## src/rtl/sft_pkg.sv

```systemverilog
package sft_pkg;
  localparam int unsigned DATA_W  = 8;
  localparam int unsigned FRAME_W = DATA_W + 1;
  localparam int unsigned CNT_W   = $clog2(FRAME_W + 1);
  localparam int unsigned MIN_LEN = 5;

  typedef struct packed {
    logic [FRAME_W-1:0] bits;
    logic [CNT_W-1:0]   nbits;
  } frame_t;

  // mask data to the programmed length, append parity above the data bits
  function automatic frame_t make_frame(logic [DATA_W-1:0] d, logic [1:0] len,
                                        logic par_en, logic par_odd);
    frame_t             f;
    logic [DATA_W-1:0]  m;
    logic               p;
    int unsigned        n;
    n = MIN_LEN + int'(len);
    m = d & (DATA_W'(8'hFF) >> (3 - len));
    p = (^m) ^ par_odd;
    f.bits  = {1'b0, m};
    f.nbits = CNT_W'(n);
    if (par_en) begin
      f.bits  = f.bits | (FRAME_W'(p) << n);
      f.nbits = CNT_W'(n + 1);
    end
    return f;
  endfunction
endpackage

```

## src/rtl/sft_hold_reg.sv

```systemverilog
module sft_hold_reg #(
  parameter int unsigned W = 8
) (
  input  logic         clk_i,
  input  logic         rst_ni,
  input  logic         load_i,
  input  logic [W-1:0] data_i,
  input  logic         take_i,
  output logic [W-1:0] data_o,
  output logic         full_o
);
  always_ff @(posedge clk_i or negedge rst_ni) begin
    if (!rst_ni) begin
      data_o <= '0;
      full_o <= 1'b0;
    end else if (load_i) begin
      data_o <= data_i;
      full_o <= 1'b1;
    end else if (take_i) begin
      full_o <= 1'b0;
    end
  end
endmodule

```

## src/rtl/sft_fill_seq.sv

```systemverilog
module sft_fill_seq #(
  parameter int unsigned W = 8
) (
  input  logic         clk_i,
  input  logic         rst_ni,
  input  logic         en_i,
  input  logic         step_i,
  input  logic         hold_full_i,
  input  logic [W-1:0] hold_data_i,
  input  logic         single_sync_i,
  input  logic         transparent_i,
  input  logic [W-1:0] syn_a_i,
  input  logic [W-1:0] syn_b_i,
  input  logic [W-1:0] esc_i,
  output logic [W-1:0] char_o,
  output logic         take_o,
  output logic         fill_o,
  output logic         unit_start_o
);
  logic         pend_q;
  logic [W-1:0] second_q;
  logic         pair;

  assign pair = transparent_i | ~single_sync_i;

  always_comb begin
    take_o       = 1'b0;
    unit_start_o = 1'b0;
    fill_o       = 1'b1;
    if (pend_q) begin
      char_o = second_q;
    end else if (hold_full_i) begin
      char_o = hold_data_i;
      take_o = step_i;
      fill_o = 1'b0;
    end else begin
      char_o       = transparent_i ? esc_i : syn_a_i;
      unit_start_o = step_i;
    end
  end

  always_ff @(posedge clk_i or negedge rst_ni) begin
    if (!rst_ni) begin
      pend_q   <= 1'b0;
      second_q <= '0;
    end else if (!en_i) begin
      pend_q <= 1'b0;
    end else if (step_i) begin
      if (pend_q) begin
        pend_q <= 1'b0;
      end else if (!hold_full_i) begin
        pend_q   <= pair;
        second_q <= transparent_i ? syn_a_i : syn_b_i;
      end
    end
  end
endmodule

```

## src/rtl/sft_shifter.sv

```systemverilog
module sft_shifter
  import sft_pkg::*;
(
  input  logic   clk_i,
  input  logic   rst_ni,
  input  logic   en_i,
  input  logic   load_i,
  input  frame_t frame_i,
  input  logic   fill_i,
  input  logic   unit_start_i,
  output logic   boundary_o,
  output logic   txd_o,
  output logic   fill_o,
  output logic   underrun_o
);
  logic [FRAME_W-1:0] sr_q;
  logic [CNT_W-1:0]   cnt_q;
  logic               busy_q, fill_q, und_q;

  assign boundary_o = ~busy_q | (cnt_q == '0);
  assign txd_o      = (en_i & busy_q) ? sr_q[0] : 1'b1;
  assign fill_o     = en_i & busy_q & fill_q;
  assign underrun_o = en_i & und_q;

  always_ff @(posedge clk_i or negedge rst_ni) begin
    if (!rst_ni) begin
      sr_q   <= '0;
      cnt_q  <= '0;
      busy_q <= 1'b0;
      fill_q <= 1'b0;
      und_q  <= 1'b0;
    end else if (!en_i) begin
      busy_q <= 1'b0;
      fill_q <= 1'b0;
      und_q  <= 1'b0;
      cnt_q  <= '0;
    end else if (load_i) begin
      sr_q   <= frame_i.bits;
      cnt_q  <= frame_i.nbits - CNT_W'(1);
      busy_q <= 1'b1;
      fill_q <= fill_i;
      und_q  <= unit_start_i;
    end else begin
      sr_q   <= sr_q >> 1;
      cnt_q  <= cnt_q - CNT_W'(1);
      und_q  <= 1'b0;
    end
  end
endmodule

```

## src/rtl/sync_fill_tx.sv

```systemverilog
module sync_fill_tx
  import sft_pkg::*;
(
  input  logic              clk_i,
  input  logic              rst_ni,
  input  logic              tx_en_i,
  input  logic [1:0]        char_len_i,
  input  logic              par_en_i,
  input  logic              par_odd_i,
  input  logic              single_sync_i,
  input  logic              transparent_i,
  input  logic [DATA_W-1:0] syn_a_i,
  input  logic [DATA_W-1:0] syn_b_i,
  input  logic [DATA_W-1:0] esc_i,
  input  logic              load_i,
  input  logic [DATA_W-1:0] load_data_i,
  output logic              txd_o,
  output logic              hold_empty_o,
  output logic              underrun_o,
  output logic              fill_active_o
);
  logic              hold_full, take, boundary, step, next_fill, unit_start;
  logic [DATA_W-1:0] hold_data, next_char;
  frame_t            frame;

  assign step         = tx_en_i & boundary;
  assign hold_empty_o = ~hold_full;
  assign frame        = make_frame(next_char, char_len_i, par_en_i, par_odd_i);

  sft_hold_reg #(.W(DATA_W)) u_hold (
    .clk_i, .rst_ni, .load_i, .data_i(load_data_i), .take_i(take),
    .data_o(hold_data), .full_o(hold_full)
  );

  sft_fill_seq #(.W(DATA_W)) u_seq (
    .clk_i, .rst_ni, .en_i(tx_en_i), .step_i(step),
    .hold_full_i(hold_full), .hold_data_i(hold_data),
    .single_sync_i, .transparent_i, .syn_a_i, .syn_b_i, .esc_i,
    .char_o(next_char), .take_o(take), .fill_o(next_fill),
    .unit_start_o(unit_start)
  );

  sft_shifter u_sft (
    .clk_i, .rst_ni, .en_i(tx_en_i), .load_i(step), .frame_i(frame),
    .fill_i(next_fill), .unit_start_i(unit_start), .boundary_o(boundary),
    .txd_o, .fill_o(fill_active_o), .underrun_o
  );
endmodule

```

## config.mk

```make
export PLATFORM = sky130hd
export DESIGN_NAME = sync_fill_tx
export DESIGN_NICKNAME = d
export VERILOG_FILES = /design/src/rtl/sft_pkg.sv /design/src/rtl/sft_hold_reg.sv /design/src/rtl/sft_fill_seq.sv /design/src/rtl/sft_shifter.sv /design/src/rtl/sync_fill_tx.sv
export SDC_FILE = /design/constraint.sdc
export NUM_CORES = 1
export LEC_CHECK = 0
export ABC_AREA = 1
export ABC_CLOCK_PERIOD_IN_PS = 1600
export BUFFER_PORTS_ARGS = -buffer_cell sky130_fd_sc_hd__buf_2
export CORE_MARGIN = 2
export CORE_UTILIZATION = 49
export CTS_CLUSTER_SIZE = 14
export DETAILED_ROUTE_END_ITERATION = 7
export PLACE_DENSITY = 0.72
export SKIP_CTS_REPAIR_TIMING = 1
export SYNTH_ARGS = -nofsm -noshare
export SYNTH_HDL_FRONTEND = slang
export SYNTH_SLANG_ARGS = --single-unit
```

## constraint.sdc

```tcl
create_clock -name clk_i -period 1.6 [get_ports clk_i]
set_input_delay 0.32 -clock clk_i [delete_from_list [all_inputs] [get_ports clk_i]]
set_output_delay 0.32 -clock clk_i [all_outputs]
set_load 0.03 [all_outputs]
```

* After elaboration in Yosys (flattened, before gate mapping)
Index checks and enable logic that the tools add are counted.
Cells by class: $add $sub $neg 5, equality and inequality tests 1, shifts and indexed selects 2, multiplexer cells 26, bitwise logic cells 13, reduce and logical (&&, ||, !) cells 4
Operators by type and width (number):
- two-way mux 8 bit | 4
- right shift 8 x 32 -> 8 bit (first input constant) | 1
- two-way mux 1 bit | 18
- two-way mux 13 bit | 1
- two-way mux 9 bit | 1
- OR 8 x 9 -> 9 bit | 1
- << shifter 1 x 4 -> 9 bit | 1
- AND 8 bit | 1
- two-way mux 4 bit | 2
- XOR reduction 8 bit | 1
- subtractor 4 x 1 -> 4 bit (second input constant) | 2
- adder 3 x 2 -> 4 bit (first input constant) | 1
- adder 4 x 1 -> 4 bit (second input constant) | 1
- AND 1 bit | 4
- zero test 4 bit | 1
- inverter 1 bit | 4
- AND reduction 4 bit | 1
- subtractor 2 x 2 -> 3 bit (first input constant) | 1
- inequality test 2 x 1 -> 1 bit (second input constant) | 1
- OR 1 bit | 2
- nonzero test 2 bit | 1
- bitwise XOR 1 bit | 1
Word-level totals: register bits after elaboration 34, input bits 42

* Depth between registers and ports, before layout
Gate-level depths: netlist (run 1).
depth in word-level cells 12, depth in mapped cells 18, depth with buffers taken out 17

* Modules after synthesis
A second synthesis (run 1) with hierarchy kept.
Second synthesis, totals: cell total of the unflattened synthesis 379, area total of the unflattened synthesis 2437.3 um^2
Modules (own cells, without submodules):
- sft_fill_seq | instances 1, cells an instance 159, area an instance 874.6 um^2
- sft_shifter | instances 1, cells an instance 99, area an instance 785.8 um^2
- sync_fill_tx | instances 1, cells an instance 83, area an instance 435.4 um^2
- sft_hold_reg | instances 1, cells an instance 38, area an instance 341.6 um^2

* Worst setup path before layout (run 1)
OpenSTA, ideal clock, no wires.
path type flip-flop to flip-flop, from register u_hold.full_o, to register u_sft.sr_q[7], library setup time 65 ps, data arrival time 1697 ps, path slack -162 ps, cell stages (with the launch flop) 17, buffers on the path 1, period minus slack after synthesis 1762 ps, cells stage by stage dfrtp_1 buf_6 inv_1 nor2_2 nand2_1 nand2_1 nor2_2 nand3_1 nand2_1 nand3_1 nand2_1 nand3_1 nand2_2 nand2_2 o21ai_1 nand2_1 nand2_1
Between the ends: longest elaborated chain between the ends 9
RTL lines:
- from (decl) | RTL line sft_hold_reg.sv:10 | output logic full_o
- from (signal assigned) | RTL line sft_hold_reg.sv:15 | full_o <= 1'b0;
- from (signal assigned) | RTL line sft_hold_reg.sv:18 | full_o <= 1'b1;
- from (signal assigned) | RTL line sft_hold_reg.sv:20 | full_o <= 1'b0;
- two-way mux 8 bit (*) | RTL line sft_fill_seq.sv:32 | end else if (hold_full_i) begin
- two-way mux 8 bit (*) | RTL line sft_fill_seq.sv:30 | if (pend_q) begin
- AND 8 bit (*) | RTL line sft_pkg.sv:20 | m = d & (DATA_W'(8'hFF) >> (3 - len));
- XOR reduction 8 bit | RTL line sft_pkg.sv:21 | p = (^m) ^ par_odd;
- bitwise XOR 1 bit | RTL line sft_pkg.sv:21
- << shifter 1 x 4 -> 9 bit | RTL line sft_pkg.sv:25 | f.bits = f.bits | (FRAME_W'(p) << n);
- OR 8 x 9 -> 9 bit | RTL line sft_pkg.sv:25
- two-way mux 13 bit (*) | RTL line sft_pkg.sv:24 | if (par_en) begin
- two-way mux 9 bit (*) | RTL line sft_shifter.sv:37 | end else if (load_i) begin
- to (signal assigned) | RTL line sft_shifter.sv:38 | sr_q <= frame_i.bits;
- to (signal assigned) | RTL line sft_shifter.sv:44 | sr_q <= sr_q >> 1;
- to (decl) | RTL line sft_shifter.sv:16 | logic [FRAME_W-1:0] sr_q;
Mark *: on every way between the ends. The rest lies on a longest branch, timed or not. A chain may end at the register's enable or synchronous reset.

* Worst setup path in the final report (run 1)
from register u_seq.pend_q, to register u_sft.sr_q[4]
Between the ends: longest elaborated chain between the ends 8
RTL lines:
- from (decl) | RTL line sft_fill_seq.sv:20 | logic pend_q;
- from (signal assigned) | RTL line sft_fill_seq.sv:52 | pend_q <= pair;
- two-way mux 8 bit (*) | RTL line sft_fill_seq.sv:30
- AND 8 bit (*) | RTL line sft_pkg.sv:20
- XOR reduction 8 bit | RTL line sft_pkg.sv:21
- bitwise XOR 1 bit | RTL line sft_pkg.sv:21
- << shifter 1 x 4 -> 9 bit | RTL line sft_pkg.sv:25
- OR 8 x 9 -> 9 bit | RTL line sft_pkg.sv:25
- two-way mux 13 bit (*) | RTL line sft_pkg.sv:24
- two-way mux 9 bit (*) | RTL line sft_shifter.sv:37
Marked as above.

==> results.yml, run 1 <==
setup_path:
  crit_type: "reg -> reg"
  crit_chain: "nor2_4 > buf_6 > clkbuf_16 > nand3_4 > a21oi_2 > nand2_2 > nand2_2 > nand2_1 > nand2_1 > nand3_2 > nand2_4 > nand4_1 > nand2_1 > nand2_1 > nand2_1"
  r2r_cells: 15
  rrSetupSlack_ns: -0.34
  crit_top_cell: "nand2_1"
  r2r_start: "u_seq.pend_q$_DFFE_PN0P_"
  critPathLaunch: "u_seq.pend_q$_DFFE_PN0P_"
  crit_path_start_kind: "register"
  cp_slowest_cell: "dfrtp_2"
  cpPeakStageDelay_ns: 0.45
  critPathMaxFanout: 6
  worst_ep_required_time_ns: 1.83
  cp.arrival_ns: 2.16
  end_kind: "register"
pwr:
  netSwitchingPower_uw: 1020
  ir_drop_v: 0.000691
  seqPwrFrac_pct: 38.9
  power_frac_comb_pct: 37.9
  switching_share_pct: 35.7
  p_per_area_nw_per_um2: 934
  power_uw: 2870
  p_int_uw: 1840
  p_clk_share_pct: 23.2
  p_leak_uw: 0.00170
synthesis:
  yosysTopAreaCell: "dfrtp_1"
  synthArstFlopShare_pct: 100
  syn-cell-area_um2: 2200
  synth_warnings: 0
  netlist.area_leader.share_pct: 38.6
  ys.flop_type: "dfrtp_1"
  ys_seq_area_share_pct: 38.6
  ys_seq_elements: 34
  syn_avg_cell_area_um2: 6.66
  synth_most_common_cell: "nand2_1"
  netlist_instances: 331
  synth_commonest_cells: "nand2_1 (129), inv_1 (57), dfrtp_1 (34)"
  ys_types: 27
  synth_area_leaders: "dfrtp_1 (39%), nand2_1 (22%), inv_1 (9.7%)"
  syn_nets: 377
  synth-edff-count: 0
sta:
  fin_crit_sh_pct: 121
  final_hold_viol_count: 0
  fmax_mhz: 516
  worstMarginPinSlew_ns: 0.423
  slew_violations: 0
  rsz0062_at_grt: "true"
  fin_worst_skew_ns: 0.00608
  period_needed_ns: 1.94
  setup_violations: 16
  relSlewSlack_pct: 71.8
  fin_ws_ns: -0.336
clocking:
  cts_max_level: 2
  numCtsBuffers: 5
  cts-root-buf: "clkbuf_8"
  clkTransAtPathRegs_ns: 0.07
  clock_path_buffers: 2
  tritoncts: "yes"
  clk_latency_ns: 0.29
  cts.sinks: 34
cells_and_area:
  drive_gt1_share_pct: 37.6
  syn_to_final_growth_pct: 39.3
  nets: 457
  antennaDiodeCount: 0
placement:
  dpl.hpwl_mm: 3.96
  place_ws_ns: -0.272
  place_congestion: 0.884
  portBuffers: 45
floorplan:
  die_h_um: 71.1
  dieArea_um2: 5050
  core_um2: 4350
  start_util_pct: 50.6
  die_w_um: 71.1
  rows: 24
  boundaryPins: 46
detailed_routing:
  postRouteAntennaNets: 0
  drt_iter0_markers: 174
  drtPass1Iterations: 4
  drc: 0
  wire_per_inst_um: 11.9
  routed-via-count: 2277
  vias_per_cell: 4.91
  drt_wl_total_mm: 5.53
grt:
  grt_max_degree: 35
  grt_overflow: 0
  grt_pass1_vias: 2044
  grt_usage_pct: 21.2
  grt_pass1_wl_mm: 8.75
  antenna_found_initial: 0
outcome:
  status: "finished, violations left"
  violations: "setup timing"
job:
  max-cap-violations: 0
min_path:
  hp-class: "in -> async"
-- critical path, delay by kind of cell, from the launching register on --
family	cells	cell delay, ns
AND/OR/NAND/NOR	12	1.03
AO/OA/AOI/OAI	1	0.15
flip-flops	1	0.45
buffers and inverters	2	0.26
-- power by group through the flow --
stage	combinational (uW)	clock (uW)	sequential (uW)
3_3_place_gp	836	0	1110
5_1_grt	1220	717	1130
2_1_floorplan	580	0	1090
3_5_place_dp	859	0	1120
6_report	1090	665	1120
4_1_cts	864	669	1100
-- metrics by stage --
| step | area (um^2) | hold WS [ns] | TNS (ns) | utilization, % | instances |
|---|---|---|---|---|---|
| after floorplan | 2220 | 0.0244 | -0.281 | - | 331 |
| after global placement | 2680 | 0.374 | -1.57 | 61.5 | 450 |
| after detailed placement | 2680 | 0.374 | -2.41 | 61.5 | 450 |
| after CTS | 2770 | 0.0717 | -2.75 | 63.7 | 458 |
| after global routing | 3070 | 0.100 | -5.00 | 70.5 | 464 |
| final | 3070 | 0.0559 | -2.39 | 70.5 | 464 |
-- kinds of logic (layout without fill, tap and decap cells) --
logic type | after synthesis | count (layout) | synth area share (%)
buffers and inverters | 71 | 152 | 13.6
flip-flops | 34 | 34 | 38.6
adder cells (fa/ha/maj) | 4 | 4 | 2.27
XOR/XNOR | 3 | 3 | 1.19
AO/OA/AOI/OAI | 40 | 40 | 10.3
AND/OR/NAND/NOR | 179 | 179 | 34.1
-- registers in the layout, indices dropped and copies added (netlist names) --
| signal | cells |
|---|---|
| u_hold.data_o | 8 |
| u_hold.full_o | 1 |
| u_seq.pend_q | 1 |
| u_seq.second_q | 8 |
| u_sft.busy_q | 1 |
| u_sft.cnt_q | 4 |
| u_sft.fill_q | 1 |
| u_sft.sr_q | 9 |
| u_sft.und_q | 1 |
-- metal layers --
metal | wire [um] | vias up | GRT usage [%] | share of wire (%)
met3 | 211 | 10 | 3.56 | 3.8
met2 | 2910 | 45 | 38.2 | 53
li1 | - | 1178 | - | -
met4 | 65 | 0 | 3.14 | 1.2
met5 | 0 | - | 0 | 0
met1 | 2340 | 1044 | 27.2 | 42
-- final cells by class --
type | instances | area (um^2)
Clock buffer | 6 | 82.6
Clock inverter | 2 | 12.5
Fill cell | 375 | 1280
Inverter | 59 | 228
Multi-Input combinational cell | 226 | 1260
Sequential cell | 34 | 853
Tap cell | 52 | 65.1
Timing Repair Buffer | 85 | 571
-- placed cells by master (no fill, tap or decap), types with 2 or more instances in the layout --
master / n
nand3_2: 11
nand3_1: 12
xor2_1: 3
buf_6: 4
nor2_4: 3
buf_4: 34
o221ai_1: 4
inv_2: 5
o21ai_2: 4
clkbuf_8: 6
nor2_2: 4
nand2_2: 21
nand2_1: 109
inv_1: 52
o22ai_1: 5
nand4_1: 3
o21ai_1: 4
clkinvlp_4: 2
nand2_4: 4
o21ai_0: 18
dfrtp_1: 32
dfrtp_2: 2
nor2_1: 8
ha_1: 3
buf_2: 45
-- final timing paths --
| path | end |
|---|---|
| setup / recovery | u_sft.sr_q[4]$_DFFE_PN0P_ |
| hold / removal | u_sft.fill_q$_DFFE_PN0P_ |
| setup reg to reg | u_sft.sr_q[4]$_DFFE_PN0P_ |
| hold reg to reg | u_seq.second_q[1]$_DFFE_PN0P_ |
| max in group asynchronous | u_seq.pend_q$_DFFE_PN0P_ |
| min in group clk_i | u_hold.data_o[1]$_DFFE_PN0P_ |
Power figures use the tool's default switching activity.
==> run 2: changes to the inputs <==
--- a/config.mk
+++ b/config.mk
@@ -5,7 +5,7 @@
 export SDC_FILE = /design/constraint.sdc
 export NUM_CORES = 1
 export LEC_CHECK = 0
-export ABC_AREA = 1
+export ABC_AREA = 0
 export ABC_CLOCK_PERIOD_IN_PS = 1600
 export BUFFER_PORTS_ARGS = -buffer_cell sky130_fd_sc_hd__buf_2
 export CORE_MARGIN = 2
==> run 2 against run 1 <==
The flow still finishes with violations (setup timing). Sequential cell count unchanged. Clock skew shrank 0.0027 ns. First-iteration DRC count is 54% lower. Critical path depth shrank 9. Global-route usage down 0.15 points. Synthesized cell count down 34%. Register-to-register slack got worse by 0.04 ns. Highest routed layer unchanged. Non-clock buffer count increased by 13. Count of clock-buffer cells in the layout rose by 1. Utilization up 0.93 points. Largest power group is now combinational cells.
==> results.yml, run 2 <==
outcome:
  status: "finished, violations left"
  violations: "setup timing"
clocking:
  cts-root-buf: "clkbuf_8"
  clkTransAtPathRegs_ns: 0.06
  numCtsBuffers: 5
  cts.sinks: 34
  clk_latency_ns: 0.28
  cts_max_level: 2
  tritoncts: "yes"
  clock_path_buffers: 2
cells_and_area:
  drive_gt1_share_pct: 49.2
  syn_to_final_growth_pct: 42.5
  seq_area_um2: 853
  nFillCells: 311
  regMostFlops: "u_sft.sr_q"
  fin_cells: 361
  nets: 355
  largest_reg_flops: 9
  reg_top3: "u_sft.sr_q: 9 flops, u_hold.data_o: 8 flops, u_seq.second_q: 8 flops"
  multi_input_area_um2: 1340
  antennaDiodeCount: 0
  fin_util_pct: 71.4
  layout_common_cells: "buf_2 (45), buf_4 (45), dfrtp_1 (32)"
synthesis:
  ys_seq_elements: 34
  synthArstFlopShare_pct: 100
  synth_warnings: 0
  synth_area_leaders: "dfrtp_1 (40%), mux2_2 (7.9%), mux2i_1 (7.0%)"
  synth_most_common_cell: "dfrtp_1"
  syn_nets: 264
  netlist.area_leader.share_pct: 39.8
  synth_commonest_cells: "dfrtp_1 (34), nand2_1 (27), o21ai_0 (17)"
  ys.flop_type: "dfrtp_1"
  synth-edff-count: 0
  yosysTopAreaCell: "dfrtp_1"
  netlist_instances: 218
  syn-cell-area_um2: 2140
  ys_types: 46
  ys_seq_area_share_pct: 39.8
  syn_avg_cell_area_um2: 9.81
floorplan:
  rows: 24
  die_w_um: 70.1
  dieArea_um2: 4910
  core_um2: 4260
  start_util_pct: 50.1
  die_h_um: 70.1
  boundaryPins: 46
setup_path:
  worst_ep_required_time_ns: 1.77
  end_kind: "register"
  cp.depth: 6
  critPathLaunch: "u_sft.cnt_q[3]$_DFF_PN0_"
  r2r_end: "u_sft.cnt_q[3]$_DFF_PN0_"
  critPathCapture: "u_sft.cnt_q[3]$_DFF_PN0_"
  cp.arrival_ns: 2.14
  crit_chain: "o41ai_4 > and2_4 > mux2_4 > nor4bb_4 > xor2_1 > nor2_1"
  cpPeakStageDelay_ns: 0.41
  cp_num_buf_inv: 0
  r2r_cells: 6
  crit_path_start_kind: "register"
  r2r_start: "u_sft.cnt_q[3]$_DFF_PN0_"
  cp_slowest_cell: "dfrtp_1"
  rrSetupSlack_ns: -0.38
  crit_type: "reg -> reg"
  critPathMaxFanout: 3
  cp_top_family: "simple AND/OR/NAND/NOR gates"
sta:
  period_needed_ns: 1.98
  fin_crit_sh_pct: 123
  rsz0062_at_grt: "true"
  setup_violations: 19
  final_hold_viol_count: 0
  fin_worst_skew_ns: 0.00339
  fmax_mhz: 506
  slew_violations: 0
  fin_ws_ns: -0.376
  relSlewSlack_pct: 70.6
  worstMarginPinSlew_ns: 0.441
grt:
  grt_pass1_wl_mm: 8.28
  grt_usage_pct: 21.0
  antenna_found_initial: 0
  grt_pass1_vias: 1893
  grt_overflow: 0
  grt_max_degree: 35
placement:
  dp.cells: 346
  place_congestion: 0.806
  portBuffers: 45
  place_ws_ns: -0.547
  dpl.hpwl_mm: 3.82
job:
  max-cap-violations: 0
detailed_routing:
  routed-via-count: 1932
  drc: 0
  drt_iter0_markers: 80
  wire_per_inst_um: 14.2
  vias_per_cell: 5.35
  drtPass1Iterations: 4
  postRouteAntennaNets: 0
  drt_wl_total_mm: 5.14
pwr:
  p_per_area_nw_per_um2: 1120
  ir_drop_v: 0.000733
  p_leak_uw: 0.00148
min_path:
  hp-class: "in -> async"
run 2: worst min-delay path by stage:
stage	from	endpoint	slack [ns]	cells past startpoint
floorplan	rst_ni	u_hold.data_o[0]$_DFFE_PN0P_	0.02	0
global placement	rst_ni	u_seq.second_q[5]$_DFFE_PN0P_	0.38	2
detailed placement	rst_ni	u_seq.second_q[5]$_DFFE_PN0P_	0.38	2
CTS	rst_ni	u_sft.sr_q[3]$_DFFE_PN0P_	0.08	2
global route	rst_ni	u_seq.second_q[5]$_DFFE_PN0P_	0.1	2
finish	rst_ni	u_seq.second_q[5]$_DFFE_PN0P_	0.06	2
run 2: layout make-up:
cell class	instances	area share [%]
tap	52	2.14
sequential	34	28.0
timing repair buffer	98	22.0
multi-input combinational	160	44.1
inverter	10	1.23
clock buffer	7	2.51
run 2: layer usage:
layer	GRT usage (%)	part of all wire (%)	vias up
met4	4.70	0.74	0
met1	28.5	46	932
met3	3.46	2.8	5
met5	0	0	-
li1	-	-	958
met2	35.6	50	37
run 2: metrics by stage:
step           cell area (um^2)  hold slack [ns]  setup TNS (ns)  power (uW)
3_3_place_gp               2760            0.377           -4.02        2480
3_5_place_dp               2760            0.378           -4.72        2520
4_1_cts                    2830           0.0775           -4.61        3110
2_1_floorplan              2220           0.0244           -2.26        2080
5_1_grt                    3050           0.0977           -4.19        3610
6_report                   3050           0.0625           -3.10        3410
run 2: where the power goes:
| group | leakage (uW) | internal (uW) | total, uW | switching (uW) |
|---|---|---|---|---|
| Combinational | 0.00102 | 841 | 1540 | 704 |
| Sequential | 0.000416 | 1090 | 1270 | 179 |
| Clock | 0.0000383 | 299 | 588 | 289 |
run 2: logic make-up (layout without fill, tap and decap cells):
logic type / Yosys count / after routing / share of synthesized area, %
buf+inv: 24 / 115 / 4.80
compound gates: 45 / 45 / 15.1
simple gates: 69 / 69 / 16.2
xor+xnor: 10 / 10 / 5.50
flops: 34 / 34 / 39.8
fa+ha+maj: 4 / 4 / 2.34
mux: 32 / 32 / 16.3
==> run 3: changes to the inputs <==
--- a/config.mk
+++ b/config.mk
@@ -6,14 +6,14 @@
 export NUM_CORES = 1
 export LEC_CHECK = 0
 export ABC_AREA = 0
-export ABC_CLOCK_PERIOD_IN_PS = 1600
+export ABC_CLOCK_PERIOD_IN_PS = 2400
 export BUFFER_PORTS_ARGS = -buffer_cell sky130_fd_sc_hd__buf_2
 export CORE_MARGIN = 2
-export CORE_UTILIZATION = 49
-export CTS_CLUSTER_SIZE = 14
+export CORE_UTILIZATION = 59
 export DETAILED_ROUTE_END_ITERATION = 7
-export PLACE_DENSITY = 0.72
+export PLACE_DENSITY = 0.81
 export SKIP_CTS_REPAIR_TIMING = 1
 export SYNTH_ARGS = -nofsm -noshare
 export SYNTH_HDL_FRONTEND = slang
 export SYNTH_SLANG_ARGS = --single-unit
+export TNS_END_PERCENT = 5
==> constraint.sdc (replaced) <==
create_clock -name clk_i -period 2.4 [get_ports clk_i]
set_input_delay 0.48 -clock clk_i [delete_from_list [all_inputs] [get_ports clk_i]]
set_output_delay 0.48 -clock clk_i [all_outputs]
set_load 0.03 [all_outputs]
==> run 3 against run 2 <==
The run now ends clean. Die area fell by 16%. Worst hold slack better by 0.13 ns. Global-route usage is 5.1 points higher. First-iteration DRC count rose by 68%. Cell count is 14% lower. Critical path depth is the same. Sequential share of layout area grew 6.2 points. Register-to-register slack gained 0.57 ns. Maximum frequency shrank 11%. Sequential cell count unchanged.
==> results.yml, run 3 (synthesis gave the netlist of run 2 again) <==
outcome:
  status: "complete, no violations"
clocking:
  clkTransAtPathRegs_ns: 0.10
  cts_max_level: 2
  cts.sinks: 34
  numCtsBuffers: 5
  clock_path_buffers: 2
  clk_latency_ns: 0.34
  tritoncts: "yes"
  cts-root-buf: "clkbuf_4"
pwr:
  p_per_area_nw_per_um2: 733
  p_int_uw: 1170
  switching_share_pct: 35.9
  p_leak_uw: 0.00119
  ir_drop_v: 0.000423
  p_clk_share_pct: 15.9
  power_frac_comb_pct: 38.1
  seqPwrFrac_pct: 46.0
  netSwitchingPower_uw: 655
setup_path:
  crit_type: "reg -> reg"
  r2r_cells: 6
  r2r_start: "u_seq.pend_q$_DFFE_PN0P_"
  crit_path_start_kind: "register"
  r2r_end: "u_sft.sr_q[8]$_DFFE_PN0P_"
  worst_ep_required_time_ns: 2.66
  end_kind: "register"
  rrSetupSlack_ns: 0.19
  critPathMaxFanout: 15
  cp.arrival_ns: 2.47
cells_and_area:
  reg_top3: "u_sft.sr_q: 9 flops, u_hold.data_o: 8 flops, u_seq.second_q: 8 flops"
  final_common_cell: "buf_2"
  layout_common_cells: "buf_2 (45), dfrtp_1 (33), nand2_1 (27)"
  syn_to_final_growth_pct: 16.4
  largest_reg_flops: 9
  drive_gt1_share_pct: 33.8
  antennaDiodeCount: 0
  nFillCells: 272
  nets: 312
  regMostFlops: "u_sft.sr_q"
grt:
  grt_pass1_wl_mm: 8.05
  grt_pass1_vias: 1727
  grt_usage_pct: 26.1
  grt_overflow: 0
  grt_max_degree: 35
  antenna_found_initial: 0
detailed_routing:
  drt_wl_total_mm: 4.52
  drt_iter0_markers: 134
  vias_per_cell: 5.55
  postRouteAntennaNets: 0
  drtPass1Iterations: 4
  routed-via-count: 1733
  drc: 0
  wire_per_inst_um: 14.5
floorplan:
  die_w_um: 64.2
  start_util_pct: 62.6
  die_h_um: 64.2
  dieArea_um2: 4120
  core_um2: 3420
  rows: 21
  boundaryPins: 46
sta:
  fin_worst_skew_ns: 0.00418
  worstMarginPinSlew_ns: 0.730
  setup_tns_ns: 0
  relSlewSlack_pct: 51.4
  rsz0062_at_grt: "false"
  slew_violations: 0
  fmax_mhz: 453
  final_hold_viol_count: 0
  period_needed_ns: 2.21
  setup_violations: 0
  fin_crit_sh_pct: 92.0
  hold_slack_ns: 0.191
placement:
  dpl.hpwl_mm: 3.55
  portBuffers: 45
  place_congestion: 0.847
min_path:
  hp-class: "in -> async"
job:
  max-cap-violations: 0
run 3: cell count changes in the layout (fill, tap and decap cells not counted), sizes merged:
cell / delta
buf: -43
clkbuf: -2
clkinv: +2
run 3: stage by stage:
step	power [uW]	cell area [um^2]	worst slack, ns	utilization (%)	cells
2_1_floorplan	1350	2140	0.214	-	218
3_3_place_gp	1520	2440	0.0528	71.4	305
3_5_place_dp	1540	2440	0.0226	71.4	305
4_1_cts	1840	2490	0.107	72.8	312
5_1_grt	1990	2490	0.0500	72.9	312
6_report	1820	2490	0.192	72.9	312
run 3: cell type report:
class                   count  area (um^2)  area share (%)
multi-input cells         160         1190            48.0
inverters                  10         37.5            1.51
flip-flops and latches     34          852            34.2
clock buffers               5         37.5            1.51
clock inverters             2         10.0           0.402
repair buffers             55          300            12.1
well taps                  46         57.6            2.31
run 3: how the worst max path moves through the flow:
stage                              from                   endpoint  slack (ns)  depth (start not counted)
2_1_floorplan             transparent_i  u_sft.sr_q[6]$_DFFE_PN0P_        0.21                          7
3_3_place_gp              transparent_i  u_sft.sr_q[4]$_DFFE_PN0P_        0.05                          7
3_5_place_dp              transparent_i  u_sft.sr_q[4]$_DFFE_PN0P_        0.02                          7
4_1_cts        u_seq.pend_q$_DFFE_PN0P_  u_sft.sr_q[8]$_DFFE_PN0P_        0.11                          6
5_1_grt        u_seq.pend_q$_DFFE_PN0P_  u_sft.sr_q[8]$_DFFE_PN0P_        0.05                          6
6_report       u_seq.pend_q$_DFFE_PN0P_  u_sft.sr_q[8]$_DFFE_PN0P_        0.19                          6
run 3: power by group through the flow:
| stage | Clock [uW] | Sequential (uW) | Combinational [uW] |
|---|---|---|---|
| 2_1_floorplan | 0 | 802 | 546 |
| 3_3_place_gp | 0 | 845 | 680 |
| 3_5_place_dp | 0 | 848 | 697 |
| 4_1_cts | 308 | 838 | 697 |
| 5_1_grt | 340 | 861 | 788 |
| 6_report | 290 | 839 | 696 |
run 3: critical path, cell delays in order (launching register included):
cell and delay [ns]:
dfrtp_2 0.52, nand3b_1 0.25, and4_1 0.25, a211oi_2 0.20, xnor3_1 0.23, xor3_2 0.47, o2bb2ai_1 0.20
run 3: routing by layer:
layer / share of wire (%) / global-route usage (%) / up-vias
met4: 1.6 / 9.57 / 0
li1: - / - / 880
met3: 5.9 / 5.99 / 5
met2: 46 / 40.9 / 52
met5: 0 / 0 / -
met1: 46 / 35.5 / 796
